--- src/rtl/tapsel_pkg.sv ---
// Package: shared types for the tap pair selector.
// Assumes the MSB of the tap index is the two's-complement sign.
package tapsel_pkg;
    // Which line is swept for the tap bit (the value is the index sign)
    typedef enum logic {
        SWEEP_A = 1'b0,
        SWEEP_B = 1'b1
    } sweep_role_e;
endpackage

--- src/rtl/sipo_chain.sv ---
// Module: serial-in parallel-out delay line.
// On shift_en, din enters tap 0 and every older tap moves up by one.
// Assumes DEPTH >= 2. The reset is synchronous and active low.
module sipo_chain #(
    parameter int DEPTH = 128
) (
    input  logic             clk,
    input  logic             rst_n,
    input  logic             shift_en,
    input  logic             din,
    output logic [DEPTH-1:0] taps
);
    // Shift register: clear on reset, advance on the strobe
    always_ff @(posedge clk) begin
        if (!rst_n)
            taps <= '0;
        else if (shift_en)
            taps <= {taps[DEPTH-2:0], din};
    end

    // taps hold when there is no strobe
    a_r2_hold_without_strobe: assert property (@(posedge clk) disable iff (!rst_n)
        (!shift_en && $past(rst_n)) |=> $stable(taps));

    // the new sample lands in tap 0 and the older taps move up by one
    a_r2_shift_moves: assert property (@(posedge clk) disable iff (!rst_n)
        shift_en |=> (taps[0] == $past(din)) &&
                     (taps[DEPTH-1:1] == $past(taps[DEPTH-2:0])));
endmodule

--- src/rtl/mag_decoder.sv ---
// Module: one-hot decoder of the tap magnitude.
// Both delay lines share this single decoder.
// Assumes DEPTH == 2**SEL_W, so that every code selects a tap.
module mag_decoder #(
    parameter int SEL_W = 7,
    localparam int DEPTH = 1 << SEL_W
) (
    input  logic [SEL_W-1:0] mag,
    output logic [DEPTH-1:0] sel_oh
);
    genvar i;
    generate
        for (i = 0; i < DEPTH; i++) begin : g_line
            // One select line for each code value
            assign sel_oh[i] = (mag == SEL_W'(i));
        end
    endgenerate

    // exactly one select line is active for any magnitude
    always_comb begin
        a_r3_single_select: assert ($countones(sel_oh) == 1 || $isunknown(mag));
    end
endmodule

--- src/rtl/tap_mux.sv ---
// Module: AND-OR tap multiplexer driven by one-hot select lines.
// REVERSE = 1 connects select line i to tap DEPTH-1-i. This lets one decoder
// serve a line that is swept from the far end.
module tap_mux #(
    parameter int DEPTH   = 128,
    parameter bit REVERSE = 1'b0
) (
    input  logic [DEPTH-1:0] taps,
    input  logic [DEPTH-1:0] sel_oh,
    output logic             bit_out
);
    logic [DEPTH-1:0] wired_sel;

    genvar i;
    generate
        if (REVERSE) begin : g_rev
            for (i = 0; i < DEPTH; i++) begin : g_w
                // Reversed wiring of the select lines
                assign wired_sel[i] = sel_oh[DEPTH-1-i];
            end
        end else begin : g_fwd
            // Straight wiring of the select lines
            assign wired_sel = sel_oh;
        end
    endgenerate

    // OR-reduce the taps that are enabled
    assign bit_out = |(taps & wired_sel);
endmodule

--- src/rtl/tap_pair_selector.sv ---
// Module: top of the bidirectional tapped delay chain selector.
// Two delay lines, one shared magnitude decoder, a straight mux on line A,
// a reversed mux on line B, and registered outputs.
// Assumes sample_en is a one-cycle strobe derived from clk.
// A negative index reads one tap nearer than its magnitude, and nothing here
// corrects that.
module tap_pair_selector
    import tapsel_pkg::*;
#(
    parameter int IDX_W = 8
) (
    input  logic             clk,
    input  logic             rst_n,
    input  logic             sample_en,
    input  logic             sig_a,
    input  logic             sig_b,
    input  logic [IDX_W-1:0] tap_idx,
    output logic             base_bit,
    output logic             tap_bit
);
    localparam int SEL_W = IDX_W - 1;
    localparam int TAPS  = 1 << SEL_W;

    logic [TAPS-1:0]  a_taps, b_taps, sel_oh;
    logic [SEL_W-1:0] mag;
    logic             a_pick, b_pick;
    sweep_role_e      role;

    assign mag  = tap_idx[SEL_W-1:0];
    assign role = sweep_role_e'(tap_idx[IDX_W-1]);

    sipo_chain #(.DEPTH(TAPS)) u_line_a (
        .clk(clk), .rst_n(rst_n), .shift_en(sample_en), .din(sig_a), .taps(a_taps));
    sipo_chain #(.DEPTH(TAPS)) u_line_b (
        .clk(clk), .rst_n(rst_n), .shift_en(sample_en), .din(sig_b), .taps(b_taps));

    mag_decoder #(.SEL_W(SEL_W)) u_dec (.mag(mag), .sel_oh(sel_oh));

    tap_mux #(.DEPTH(TAPS), .REVERSE(1'b0)) u_mux_a (
        .taps(a_taps), .sel_oh(sel_oh), .bit_out(a_pick));
    tap_mux #(.DEPTH(TAPS), .REVERSE(1'b1)) u_mux_b (
        .taps(b_taps), .sel_oh(sel_oh), .bit_out(b_pick));

    // Output register: the role decides which line gives the base and the tap
    always_ff @(posedge clk) begin
        if (!rst_n) begin
            base_bit <= 1'b0;
            tap_bit  <= 1'b0;
        end else if (role == SWEEP_B) begin
            base_bit <= a_taps[0];
            tap_bit  <= b_pick;
        end else begin
            base_bit <= b_taps[0];
            tap_bit  <= a_pick;
        end
    end

    // reset clears both outputs
    a_r1_reset_clears: assert property (@(posedge clk)
        !rst_n |=> (!base_bit && !tap_bit));

    // a non-negative index reads A at the index value
    a_r3_positive_pick: assert property (@(posedge clk) disable iff (!rst_n)
        (rst_n && !tap_idx[IDX_W-1]) |=>
            (base_bit == $past(b_taps[0])) && (tap_bit == $past(a_taps[mag])));

    // a negative index -k reads B tap k-1 (that is, tap ~index)
    a_r4_negative_pick: assert property (@(posedge clk) disable iff (!rst_n)
        (rst_n && tap_idx[IDX_W-1]) |=>
            (base_bit == $past(a_taps[0])) &&
            (tap_bit == $past(b_taps[SEL_W'(~tap_idx)])));

    // the most negative index reaches the oldest tap of B
    a_r5_far_negative: assert property (@(posedge clk) disable iff (!rst_n)
        (rst_n && tap_idx == {1'b1, {SEL_W{1'b0}}}) |=>
            (tap_bit == $past(b_taps[TAPS-1])));
endmodule

--- config.mk ---
export PLATFORM = sky130hd
export DESIGN_NAME = tap_pair_selector
export DESIGN_NICKNAME = d
export VERILOG_FILES = /design/src/rtl/tapsel_pkg.sv /design/src/rtl/sipo_chain.sv /design/src/rtl/mag_decoder.sv /design/src/rtl/tap_mux.sv /design/src/rtl/tap_pair_selector.sv
export SDC_FILE = /design/constraint.sdc
export NUM_CORES = 1
export LEC_CHECK = 0
export ABC_AREA = 1
export BUFFER_PORTS_ARGS = -buffer_cell sky130_fd_sc_hd__buf_4
export CAP_MARGIN = 30
export CELL_PAD_IN_SITES_DETAIL_PLACEMENT = 0
export CELL_PAD_IN_SITES_GLOBAL_PLACEMENT = 1
export CORE_MARGIN = 2
export CORE_UTILIZATION = 30
export DETAILED_ROUTE_END_ITERATION = 16
export GPL_TIMING_DRIVEN = 0
export MAX_ROUTING_LAYER = met4
export PLACE_DENSITY = 0.63
export SYNTH_ARGS = -nofsm -noshare
export SYNTH_HDL_FRONTEND = slang
export SYNTH_SLANG_ARGS = --single-unit
--- constraint.sdc ---
create_clock -name clk -period 3.8 [get_ports clk]
set_input_delay 0.57 -clock clk [delete_from_list [all_inputs] [get_ports clk]]
set_output_delay 0.57 -clock clk [all_outputs]
set_load 0.005 [all_outputs]
## Yosys cells after proc, flatten, opt, wreduce, memory -nomap -nowiden

Cells that the tools add are included.

| word-level totals | value |
|---|---|
| bits in registers | 258 |
| word-level logic and storage cells | 138 |

| cells by class | value |
|---|---|
| eq/ne operators | 127 |
| muxes and demuxes | 2 |
| bitwise operators | 2 |
| reductions and logical operators | 3 |

Operators by type and width:

| cell | count |
|---|---|
| 7-bit equality test (second input constant) | 64 |
| 128-bit AND | 2 |
| 128-bit OR reduction | 2 |
| 7-bit by 6-bit equality test with 1-bit output (second input constant) | 32 |
| 7-bit by 5-bit equality test with 1-bit output (second input constant) | 16 |
| 7-bit by 4-bit equality test with 1-bit output (second input constant) | 8 |
| 7-bit by 3-bit equality test with 1-bit output (second input constant) | 4 |
| 7-bit by 2-bit equality test with 1-bit output (second input constant) | 2 |
| 7-bit by 1-bit equality test with 1-bit output (second input constant) | 1 |
| 7-bit logical NOT | 1 |
| 1-bit 2-to-1 mux | 2 |

## Logic depth before layout (Yosys ltp)

Gate-level depths: netlist of run 1.

| depth | value |
|---|---|
| word-level depth | 4 |
| mapped depth | 14 |
| mapped depth without buffers | 13 |

## Hierarchy

Synthesis of run 1 repeated with hierarchy kept, for this count alone.

| unflattened totals | value |
|---|---|
| cells, all modules | 2,319 |
| area, all modules | 13,063.8 µm² |

Modules (own cells, without submodules):

| module | instances | cells an instance | area each (µm²) | sequential area each (µm²) |
|---|---|---|---|---|
| sipo_chain | 2 | 810 | 5,185.0 | 2,562.5 |
| tap_mux | 2 | 255 | 957.2 | 0.0 |
| mag_decoder | 1 | 177 | 701.9 | 0.0 |
| tap_pair_selector | 1 | 12 | 77.6 | 40.0 |

## Worst setup path before layout of run 1

No wires, ideal clock.

| timing path | value |
|---|---|
| path kind | in2reg |
| start | input port tap_idx[1] |
| end | register tap_bit |
| setup time | 0.064 ns |
| data arrival time | 1.703 ns |
| required time | 3.736 ns |
| slack | 2.034 ns |
| cell stages on the path | 14 |
| cells stage by stage | inv_1 nand2_1 nor2_1 buf_2 nand3_1 nand2_1 nor2_1 nand2_1 nor2_1 nand2_1 nor2_1 nand3_1 nand2_1 nor2_1 |

| between the ends | value |
|---|---|
| word-level cells in the longest chain between the ends | 4 |
| elaborated cells on any way between the ends | 133 |

Ends and longest elaborated chain:

| what | RTL line | RTL |
|---|---|---|
| from (decl) | tap_pair_selector.sv:17 | `input logic [IDX_W-1:0] tap_idx,` |
| 7-bit by 1-bit equality test with 1-bit output (tied with other cells) | mag_decoder.sv:15 | `assign sel_oh[i] = (mag == SEL_W'(i));` |
| 128-bit AND | tap_mux.sv:28 | `assign bit_out = \|(taps & wired_sel);` |
| 128-bit OR reduction | tap_mux.sv:28 |  |
| 1-bit 2-to-1 mux * | tap_pair_selector.sv:49 | `end else if (role == SWEEP_B) begin` |
| to (signal assigned) | tap_pair_selector.sv:51 | `tap_bit <= b_pick;` |
| to (signal assigned) | tap_pair_selector.sv:54 | `tap_bit <= a_pick;` |
| to (decl) | tap_pair_selector.sv:19 | `output logic tap_bit` |

Mark *: on every way between the ends. The rest lies on a longest branch, timed or not.
A chain may end at the register's enable or synchronous reset.

## Worst setup path after layout of run 1

Ends and elaborated chain as after synthesis.

==> metrics.cfg, run 1 <==
[outcome]
status=finished clean

[yosys]
async_flop_share_pct=0
syn_avg_cell_area_um2=6.71
syn_area_um2=11300
yosys.area.top_type=dfxtp_1
synth_area_leaders=dfxtp_1 46%, nor2_1 19%, o21ai_0 11%
ys_ff_latch=258
synth_enable_flop_cells=0
synth.top_cells.by_count=574 x nor2_1, 258 x dfxtp_1, 258 x o21ai_0, 255 x nand3_1, 152 x nand2_1
synth_cells=1683
synth_top_area_share_pct=45.8
ys.warnings.count=0
seq_area_frac_synth_pct=45.8
syn_nets=1696
ys.flop_type=dfxtp_1
synth.distinct_cells=15
yosysMostFrequentCell=nor2_1

[worst_setup_path]
rr_worst_depth=8
start_kind=input port
path_max_fanout=10
worstReg2RegEnd=tap_bit
crit_start=tap_idx[1]
slowest_stage=nor2_1
r2r-start=u_line_a.taps[89]
crit_family=simple AND/OR/NAND/NOR gates
reg2reg_setup_slack_ns=2.07
worstSetupPathDepth=15
cpMostUsedCell=nor2_1
crit_required_ns=4.28
crit_chain=buf_4, inv_1, nand2_1, nor2_1, buf_2, nand3_1, nand2_1, nor2_1, nand2_1, nor2_1, nand2_1, nor2_1, nand2_1, nor2_1, nor2_1
crit_end=tap_bit
worstPathArrival_ns=3.29
worst-path-buf-inv=3
worstSetupEndpointType=flop
slowest_delay_ns=0.83
crit_type=in -> reg

[cts]
cts_resized=0
clock_path_buffers=3
cts_tree=yes
hold_buffers=0
cts_sinks=258
cts_root_buf=clkbuf_16
postCtsSetupBuffers=0
clk_pin_slew_worst_paths_ns=0.06
clk-insertion-delay-late_ns=0.57
cts-htree-levels=1
numCtsBuffers=31

[final_layout]
drive_gt1_share_pct=5.57
area_delta_synth_final_pct=15.8
stdcell_area_um2=13100
nets=1749
diodes=0
nFillCells=4086

[floorplanning]
row_count=71
pin_count=15
initial_core_util_pct=30.2
core-area_um2=37400
dieArea_um2=39200
dieHeight_um=198
die_x_um=198

[global_routing]
grt_overflow=0
grt_antenna_before_repair=0
grt_start_max_net_pins=15
grt_pass1_vias=10800
track_usage_pct=25.5
grt_pass1_wl_um=71600

[placement]
gp_congestion=0.950
postPlaceCellArea_um2=12100
numPortBuffers=12
hpwlAfterDp_um=34700

[timing]
hold_viol_final=0
tightest_slew_ns=1.06
fin_crit_sh_pct=74.2
fmax_mhz=355
rsz0062_at_grt=no
slew_violations=0
skew_ns=0.0122
period_needed_ns=2.82
fin_setup_tns_ns=0
finalSetupViolations=0
max-slew-margin-rel_pct=28.9

[pwr]
p_seq_share_pct=46.9
peakVddDrop_mv=0.277
p_int_w=0.00472
p_total_w=0.00649
powerDensity_nw_per_um2=496
p_sw_w=0.00176
leakage_nw=5.71
netSwitchingFraction_pct=27.2
p_clk_share_pct=44.6
power_frac_comb_pct=8.5

[routing]
drc=0
antenna_left=0
firstDrtPassIters=5
dr.first_iter.drc_count=1212
vias=12000
wl_um=48400
via_per_inst=5.27
wl_per_cell_um=21.3

[flow_run]
maxCapViolCount=0

[hold_path]
hold_depth=3
min-delay-path-class=in -> reg
min_from=sig_a

## final cells by class
type                            count  area [µm²]  area share, %
Inverter                           24        90.1          0.689
Sequential cell                   258        5160           39.5
Tap cell                          511         639           4.89
Clock inverter                     11        91.3          0.699
Clock buffer                       46         892           6.82
Multi-Input combinational cell   1277        5500           42.1
Timing Repair Buffer               20         165           1.26
Buffer                            124         531           4.06
## cell usage in the layout, fill, tap and decap left out
cell type and count:
buf_6 4, clkinvlp_4 3, clkinv_4 1, nor2_1 574, o21ai_0 258, clkbuf_8 6
dfxtp_1 258, nand2_1 152, bufinv_16 1, buf_2 19, buf_1 1, nand3_1 255
clkbuf_16 31, nand4_1 11, clkbuf_1 102, buf_4 27, nor3_1 5, inv_1 24
o22ai_1 2, a21oi_1 19, nand3b_1 1, clkinv_2 6
## cell families after synthesis
family	Yosys count	synth area share, %
compound gates	279	12.4
buf+inv	148	5.50
flops	258	45.8
simple gates	998	36.3
## worst min path at each step
stage	endpoint
after CTS	u_line_a.taps[0]
after detailed placement	u_line_a.taps[115]
after global routing	u_line_a.taps[0]
final	u_line_a.taps[0]
after floorplan	u_line_b.taps[94]
after global placement	u_line_b.taps[76]
## layer usage
layer | part of all wire, % | global-route usage, % | up-vias
li1 | - | - | 5663
met1 | 46 | 36.2 | 5714
met2 | 42 | 37.2 | 513
met3 | 9.5 | 4.16 | 77
met4 | 2.6 | 7.02 | 0
met5 | 0 | - | -
## metrics by stage
stage	util, %	hold slack (ns)	setup slack [ns]	std cells
3_5_place_dp	32.3	0.477	0.609	2213
4_1_cts	34.9	0.196	1.20	2270
2_1_floorplan	-	0.449	2.03	1683
5_1_grt	35.0	0.229	0.998	2271
3_3_place_gp	32.1	0.469	0.500	2206
6_report	35.0	0.213	0.982	2271
## power by group through the flow
stage	logic [W]	registers, W	clock network [W]
6_report	0.000554	0.00304	0.00289
5_1_grt	0.000624	0.00306	0.00305
4_1_cts	0.000544	0.00304	0.00295
3_5_place_dp	0.000541	0.00310	0
3_3_place_gp	0.000530	0.00310	0
2_1_floorplan	0.000365	0.00302	0
## flip-flops by register name, summed over array words and instances (netlist names)
| signal | flops |
|---|---|
| base_bit | 1 |
| tap_bit | 1 |
| u_line_a.taps | 128 |
| u_line_b.taps | 128 |
## worst reg2reg max path, stage by stage (launching register included)
cell	delay [ns]
dfxtp_1	0.34
nand3_1	0.19
nand4_1	0.12
nor2_1	0.28
nand2_1	0.11
nor2_1	0.23
nand3_1	0.16
nand2_1	0.11
nor2_1	0.08
Power figures use the tool's default switching activity.
==> inputs of run 2 (changes only) <==
--- a/config.mk
+++ b/config.mk
@@ -15,7 +15,7 @@
 export DETAILED_ROUTE_END_ITERATION = 16
 export GPL_TIMING_DRIVEN = 0
 export MAX_ROUTING_LAYER = met4
-export PLACE_DENSITY = 0.63
+export PLACE_DENSITY = 0.65
 export SYNTH_ARGS = -nofsm -noshare
 export SYNTH_HDL_FRONTEND = slang
 export SYNTH_SLANG_ARGS = --single-unit
==> constraint.sdc (replaced) <==
create_clock -name clk -period 2.52 [get_ports clk]
set_input_delay 0.378 -clock clk [delete_from_list [all_inputs] [get_ports clk]]
set_output_delay 0.378 -clock clk [all_outputs]
set_load 0.005 [all_outputs]
==> run 2 against run 1 <==
Net effect: the run now ends with negative setup slack left; combinational power rose by 49%; sequential power rose by 51%; register-to-register slack got worse by 1.2 ns; critical path depth did not move; flip-flop and latch count did not move; clock power rose by 56%; first-iteration DRC count rose by 5.8%; sequential share of layout area did not move; power rose by 53%; die area did not move.
==> metrics.cfg, run 2 (synthesis results as in run 1) <==
[routing]
via_per_inst=5.14  ; was 5.27
wl_um=47500  ; was 48400 µm
firstDrtPassIters=6  ; was 5
antenna_left=0  ; unchanged
wl_per_cell_um=21.0  ; was 21.3 µm
vias=11700  ; was 12000
drc=0  ; unchanged
dr.first_iter.drc_count=1282  ; was 1212

[timing]
fin_ws_ns=-0.0103  ; was 0.982 ns
fin_crit_sh_pct=100
slew_violations=0  ; unchanged
rsz0062_at_grt=no  ; unchanged
fmax_mhz=395
skew_ns=0.0195  ; was 0.0122 ns
hold_viol_final=0  ; unchanged
finalSetupViolations=1  ; was 0
tightest_slew_ns=1.18  ; was 1.06 ns
period_needed_ns=2.53
max-slew-margin-rel_pct=20.9  ; was 28.9%
hold_ws_ns=0.0399  ; was 0.213 ns
fin_setup_tns_ns=-0.0103  ; was 0 ns

[final_layout]
area_delta_synth_final_pct=15.8  ; unchanged
drive_gt1_share_pct=5.30  ; was 5.57%
nets=1745  ; was 1749
fin_cells=2265  ; was 2271
reg_top3=u_line_a.taps x128, u_line_b.taps x128  ; unchanged
multi_input_area_um2=5500  ; about the same
diodes=0  ; unchanged
stdcell_area_um2=13100  ; unchanged
nFillCells=4148  ; was 4086
ff_latch_area_um2=5160  ; unchanged
layout_common_cells=573 x nor2_1, 258 x o21ai_0, 258 x dfxtp_1  ; was 574 x nor2_1, 258 x o21ai_0, 258 x dfxtp_1
final_common_cell=nor2_1  ; unchanged

[hold_path]
min-delay-path-class=in -> reg  ; unchanged
holdPathEnd=u_line_a.taps[0]  ; unchanged
hold_depth=3  ; unchanged
min_from=sig_a  ; unchanged

[floorplanning]
dieHeight_um=198  ; unchanged
row_count=71  ; unchanged
die_x_um=198  ; unchanged
core-area_um2=37400  ; unchanged
initial_core_util_pct=30.2  ; unchanged
pin_count=15  ; unchanged
dieArea_um2=39200  ; unchanged

[global_routing]
grt_antenna_before_repair=0  ; unchanged
grt_pass1_vias=10500  ; was 10800
grt_start_max_net_pins=14  ; was 15
grt_pass1_wl_um=69000  ; was 71600 µm
grt_overflow=0  ; unchanged
track_usage_pct=24.7  ; was 25.5%

[placement]
gp_congestion=0.961  ; was 0.950
numPortBuffers=12  ; unchanged
postPlaceCellArea_um2=12100  ; about the same
hpwlAfterDp_um=34400  ; was 34700 µm
place_inst=2212  ; was 2213

[cts]
cts_root_buf=clkbuf_16  ; unchanged
cts-htree-levels=1  ; unchanged
cts_tree=yes  ; unchanged
clk-insertion-delay-late_ns=0.57  ; about the same
numCtsBuffers=29  ; was 31
clk_pin_slew_worst_paths_ns=0.06  ; about the same
cts_sinks=258  ; unchanged
clock_path_buffers=3  ; unchanged
postCtsSetupBuffers=0  ; unchanged

[worst_setup_path]
crit_required_ns=3.01  ; was 4.28 ns
r2r-start=u_line_a.taps[107]  ; was u_line_a.taps[89]
start_kind=input port  ; unchanged
path_max_fanout=10  ; unchanged
reg2reg_setup_slack_ns=0.85  ; was 2.07 ns
rr_worst_depth=10  ; was 8
worstPathArrival_ns=3.02  ; was 3.29 ns
worstSetupEndpointType=flop  ; unchanged
worstReg2RegEnd=tap_bit  ; unchanged
crit_type=in -> reg  ; unchanged

[outcome]
status=finished with violations  ; was finished clean
violations=negative setup slack

[pwr]
powerDensity_nw_per_um2=759  ; was 496 nW/µm²
netSwitchingFraction_pct=26.3  ; was 27.2%
p_int_w=0.00731  ; was 0.00472 W
leakage_nw=5.71  ; about the same
power_frac_comb_pct=8.3  ; was 8.5%
peakVddDrop_mv=0.396  ; was 0.277 mV
p_sw_w=0.00261  ; was 0.00176 W
p_clk_share_pct=45.5  ; was 44.6%
p_seq_share_pct=46.2  ; was 46.9%

[flow_run]
maxCapViolCount=0  ; unchanged

-- run 2: changes by cell type in the layout (fill, tap and decap cells not counted) --
cell,before,now
clkbuf_16,31,29
buf_4,27,26
clkinvlp_4,3,0
clkbuf_8,6,7
nor2_2,0,1
bufinv_16,1,4
clkinv_2,6,3
nor2_1,574,573
buf_6,4,3
-- run 2: power by group through the flow --
stage | registers (W) | logic (W) | clock network, W
2_1_floorplan | 0.00456 | 0.000551 | 0
3_3_place_gp | 0.00467 | 0.000797 | 0
3_5_place_dp | 0.00467 | 0.000811 | 0
4_1_cts | 0.00458 | 0.000815 | 0.00460
5_1_grt | 0.00461 | 0.000927 | 0.00475
6_report | 0.00458 | 0.000825 | 0.00452
-- run 2: per-layer routing --
metal  vias to the layer above  global-route usage (%)  wire [µm]
met2                       498                    36.3      20100
met4                         0                    7.24       1380
met5                         -                       -          0
met3                        88                    7.00       5210
met1                      5424                    33.0      20800
li1                       5640                       -          -
-- run 2: timing repair --
item,CTS,global route
hold buffers,0,0
resized for setup,0,1
setup endpoints to repair,0,1
-- run 2: how the worst max path moves through the flow --
stage	startpoint	endpoint	slack, ns	depth (start not counted)
after floorplan	tap_idx[1]	tap_bit	0.95	14
after global placement	tap_idx[0]	tap_bit	-0.58	15
after detailed placement	tap_idx[1]	tap_bit	-0.50	15
after CTS	tap_idx[1]	tap_bit	0.09	15
after global routing	tap_idx[2]	tap_bit	0.06	15
final	tap_idx[1]	tap_bit	-0.01	15
-- run 2: final cells by class --
cell class	count	area share (%)
multi-input cells	1277	42.1
flip-flops and latches	258	39.5
clock buffers	45	6.55
well taps	511	4.89
plain buffers	124	4.06
repair buffers	18	1.12
clock inverters	8	1.10
inverters	24	0.689
-- run 2: metrics by stage --
step                      util, %  total power [W]  setup slack, ns
after floorplan                 -          0.00511            0.946
after global placement       32.1          0.00546           -0.585
after detailed placement     32.3          0.00548           -0.500
after CTS                    35.0           0.0100           0.0946
after global routing         35.0           0.0103           0.0598
final                        35.0          0.00993          -0.0103
-- run 2: critical path, stage by stage --
cell	delay [ns]
buf_4	0.14
inv_1	0.07
nand2_1	0.12
nor2_1	0.80
buf_2	0.53
nand3_1	0.25
nand2_1	0.12
nor2_1	0.06
nand2_1	0.05
nor2_1	0.04
nand2_1	0.07
nor2_1	0.06
nand3_1	0.10
nand2_1	0.09
nor2_1	0.16
==> inputs of run 3 (changes only) <==
--- a/config.mk
+++ b/config.mk
@@ -15,7 +15,7 @@
 export DETAILED_ROUTE_END_ITERATION = 16
 export GPL_TIMING_DRIVEN = 0
 export MAX_ROUTING_LAYER = met4
-export PLACE_DENSITY = 0.65
+export PLACE_DENSITY = 0.63
 export SYNTH_ARGS = -nofsm -noshare
 export SYNTH_HDL_FRONTEND = slang
 export SYNTH_SLANG_ARGS = --single-unit
==> constraint.sdc (replaced) <==
create_clock -name clk -period 2.6 [get_ports clk]
set_input_delay 0.39 -clock clk [delete_from_list [all_inputs] [get_ports clk]]
set_output_delay 0.39 -clock clk [all_outputs]
set_load 0.005 [all_outputs]
==> run 3 against run 2 <==
Net effect: the run now ends clean; via count grew 2.1%; hold slack lost 0.0074 ns; clock skew shrank 0.0064 ns; largest power group unchanged; routed wire length grew 1.9%; core utilization is essentially flat; clock power shrank 6.4%; sequential share of layout area is essentially flat.
==> metrics.cfg, run 3 (synthesis results as in run 1) <==
[outcome]
status=finished clean  ; was finished with violations

[cts]
cts_sinks=258  ; unchanged
postCtsSetupBuffers=0  ; unchanged
cts_resized=0  ; unchanged
clk-insertion-delay-late_ns=0.58  ; was 0.57 ns
hold_buffers=0  ; unchanged
cts_tree=yes  ; unchanged
clk_pin_slew_worst_paths_ns=0.06  ; about the same
cts_root_buf=clkbuf_16  ; unchanged
cts-htree-levels=1  ; unchanged
clock_path_buffers=3  ; unchanged
numCtsBuffers=31  ; was 29

[global_routing]
grt_start_max_net_pins=15  ; was 14
grt_overflow=0  ; unchanged
track_usage_pct=25.5  ; was 24.7%
grt_antenna_before_repair=0  ; unchanged
grt_pass1_wl_um=71600  ; was 69000 µm
grt_pass1_vias=10800  ; was 10500

[placement]
hpwlAfterDp_um=34700  ; was 34400 µm
postPlaceCellArea_um2=12100  ; about the same
pre_cts_slack_ns=-0.411  ; was -0.500 ns
numPortBuffers=12  ; unchanged
gp_congestion=0.950  ; was 0.961

[routing]
vias=11900  ; was 11700
firstDrtPassIters=6  ; unchanged
antenna_left=0  ; unchanged
drc=0  ; unchanged
via_per_inst=5.24  ; was 5.14
wl_um=48400  ; was 47500 µm
dr.first_iter.drc_count=1214  ; was 1282
wl_per_cell_um=21.3  ; was 21.0 µm

[pwr]
leakage_nw=5.71  ; about the same
peakVddDrop_mv=0.407  ; was 0.396 mV
p_seq_share_pct=46.9  ; was 46.2%
power_frac_comb_pct=8.5  ; was 8.3%
powerDensity_nw_per_um2=725  ; was 759 nW/µm²
p_int_w=0.00690  ; was 0.00731 W
p_sw_w=0.00258  ; was 0.00261 W
p_clk_share_pct=44.6  ; was 45.5%
netSwitchingFraction_pct=27.2  ; was 26.3%

[timing]
finalSetupViolations=0  ; was 1
tightest_slew_ns=1.07  ; was 1.18 ns
fin_ws_ns=0.0478  ; was -0.0103 ns
hold_viol_final=0  ; unchanged
skew_ns=0.0131  ; was 0.0195 ns
period_needed_ns=2.55
fmax_mhz=392
fin_crit_sh_pct=98.2
slew_violations=0  ; unchanged
rsz0062_at_grt=no  ; unchanged
max-slew-margin-rel_pct=28.9  ; was 20.9%

[floorplanning]
dieHeight_um=198  ; unchanged
row_count=71  ; unchanged
core-area_um2=37400  ; unchanged
die_x_um=198  ; unchanged
pin_count=15  ; unchanged
initial_core_util_pct=30.2  ; unchanged
dieArea_um2=39200  ; unchanged

[final_layout]
reg_top3=u_line_a.taps x128, u_line_b.taps x128  ; unchanged
multi_input_area_um2=5510  ; was 5500 µm²
nFillCells=4085  ; was 4148
stdcell_area_um2=13100  ; about the same
final_common_cell=nor2_1  ; unchanged
diodes=0  ; unchanged
ff_latch_area_um2=5160  ; unchanged
area_delta_synth_final_pct=15.9  ; was 15.8%
drive_gt1_share_pct=5.68  ; was 5.30%
layout_common_cells=572 x nor2_1, 258 x o21ai_0, 258 x dfxtp_1  ; was 573 x nor2_1, 258 x o21ai_0, 258 x dfxtp_1
nets=1749  ; was 1745

[worst_setup_path]
path_max_fanout=10  ; unchanged
start_kind=input port  ; unchanged
crit_chain=buf_4, inv_1, nand2_1, nor2_1, buf_4, nand3_1, nand2_1, nor2_1, nand2_1, nor2_1, nand2_1, nor2_1, nand3_1, nand2_1, nor2_1  ; was buf_4, inv_1, nand2_1, nor2_1, buf_2, nand3_1, nand2_1, nor2_1, nand2_1, nor2_1, nand2_1, nor2_1, nand3_1, nand2_1, nor2_1
slowest_delay_ns=0.76  ; was 0.80 ns
slowest_stage=nor2_1  ; unchanged
worstSetupEndpointType=flop  ; unchanged
worstPathArrival_ns=3.03  ; was 3.02 ns
crit_type=in -> reg  ; unchanged
crit_required_ns=3.08  ; was 3.01 ns

[flow_run]
maxCapViolCount=0  ; unchanged

[hold_path]
min-delay-path-class=in -> reg  ; unchanged

## run 3: cell types whose count changed in the layout (fill, tap and decap cells not counted), moves of 2 or more
| cell | change |
|---|---|
| clkinvlp_4 | +3 |
| clkinv_2 | +3 |
| bufinv_16 | -3 |
| clkbuf_16 | +2 |
## run 3: worst max-delay path: cells and delay by family
kind / cells / cell delay, ns
buffers and inverters: 3 / 0.64
AND/OR/NAND/NOR: 12 / 1.98
## run 3: area by class of cell
class,count,share of cell area (%)
multi-input cells,1277,42.1
flip-flops and latches,258,39.5
clock buffers,46,6.82
well taps,511,4.89
plain buffers,124,4.06
repair buffers,20,1.26
clock inverters,11,0.698
inverters,24,0.689
## run 3: metal layers
layer / global-route usage [%] / wire length (µm) / share of wire, %
met2: 37.2 / 20300 / 42
met1: 36.2 / 22400 / 46
met4: 7.02 / 1290 / 2.7
met5: - / 0 / 0
met3: 4.16 / 4450 / 9.2
## run 3: path summary, 6_finish.rpt
check	startpoint	to	slack [ns]	cells past startpoint
setup / recovery	tap_idx[1]	tap_bit	0.05	15
hold / removal	sig_a	u_line_a.taps[0]	0.03	3
setup reg to reg	u_line_a.taps[89]	tap_bit	0.85	8
hold reg to reg	u_line_b.taps[42]	u_line_b.taps[43]	0.49	2
## run 3: per-stage QoR
| step | util (%) | hold slack (ns) | instances | power, W | TNS (ns) |
|---|---|---|---|---|---|
| after detailed placement | 32.3 | 0.477 | 2213 | 0.00532 | -0.411 |
| final | 35.0 | 0.0325 | 2271 | 0.00948 | 0 |
| after floorplan | - | 0.449 | 1683 | 0.00495 | 0 |
| after global placement | 32.1 | 0.469 | 2206 | 0.00530 | -0.520 |
| after CTS | 34.9 | 0.0161 | 2270 | 0.00955 | 0 |
| after global routing | 35.0 | 0.0494 | 2271 | 0.00984 | 0 |
## run 3: power groups by stage
stage | Clock [W] | Combinational (W) | Sequential [W]
after floorplan | 0 | 0.000534 | 0.00442
after global placement | 0 | 0.000774 | 0.00452
after detailed placement | 0 | 0.000791 | 0.00453
after CTS | 0.00431 | 0.000795 | 0.00444
after global routing | 0.00445 | 0.000913 | 0.00447
final | 0.00423 | 0.000809 | 0.00445
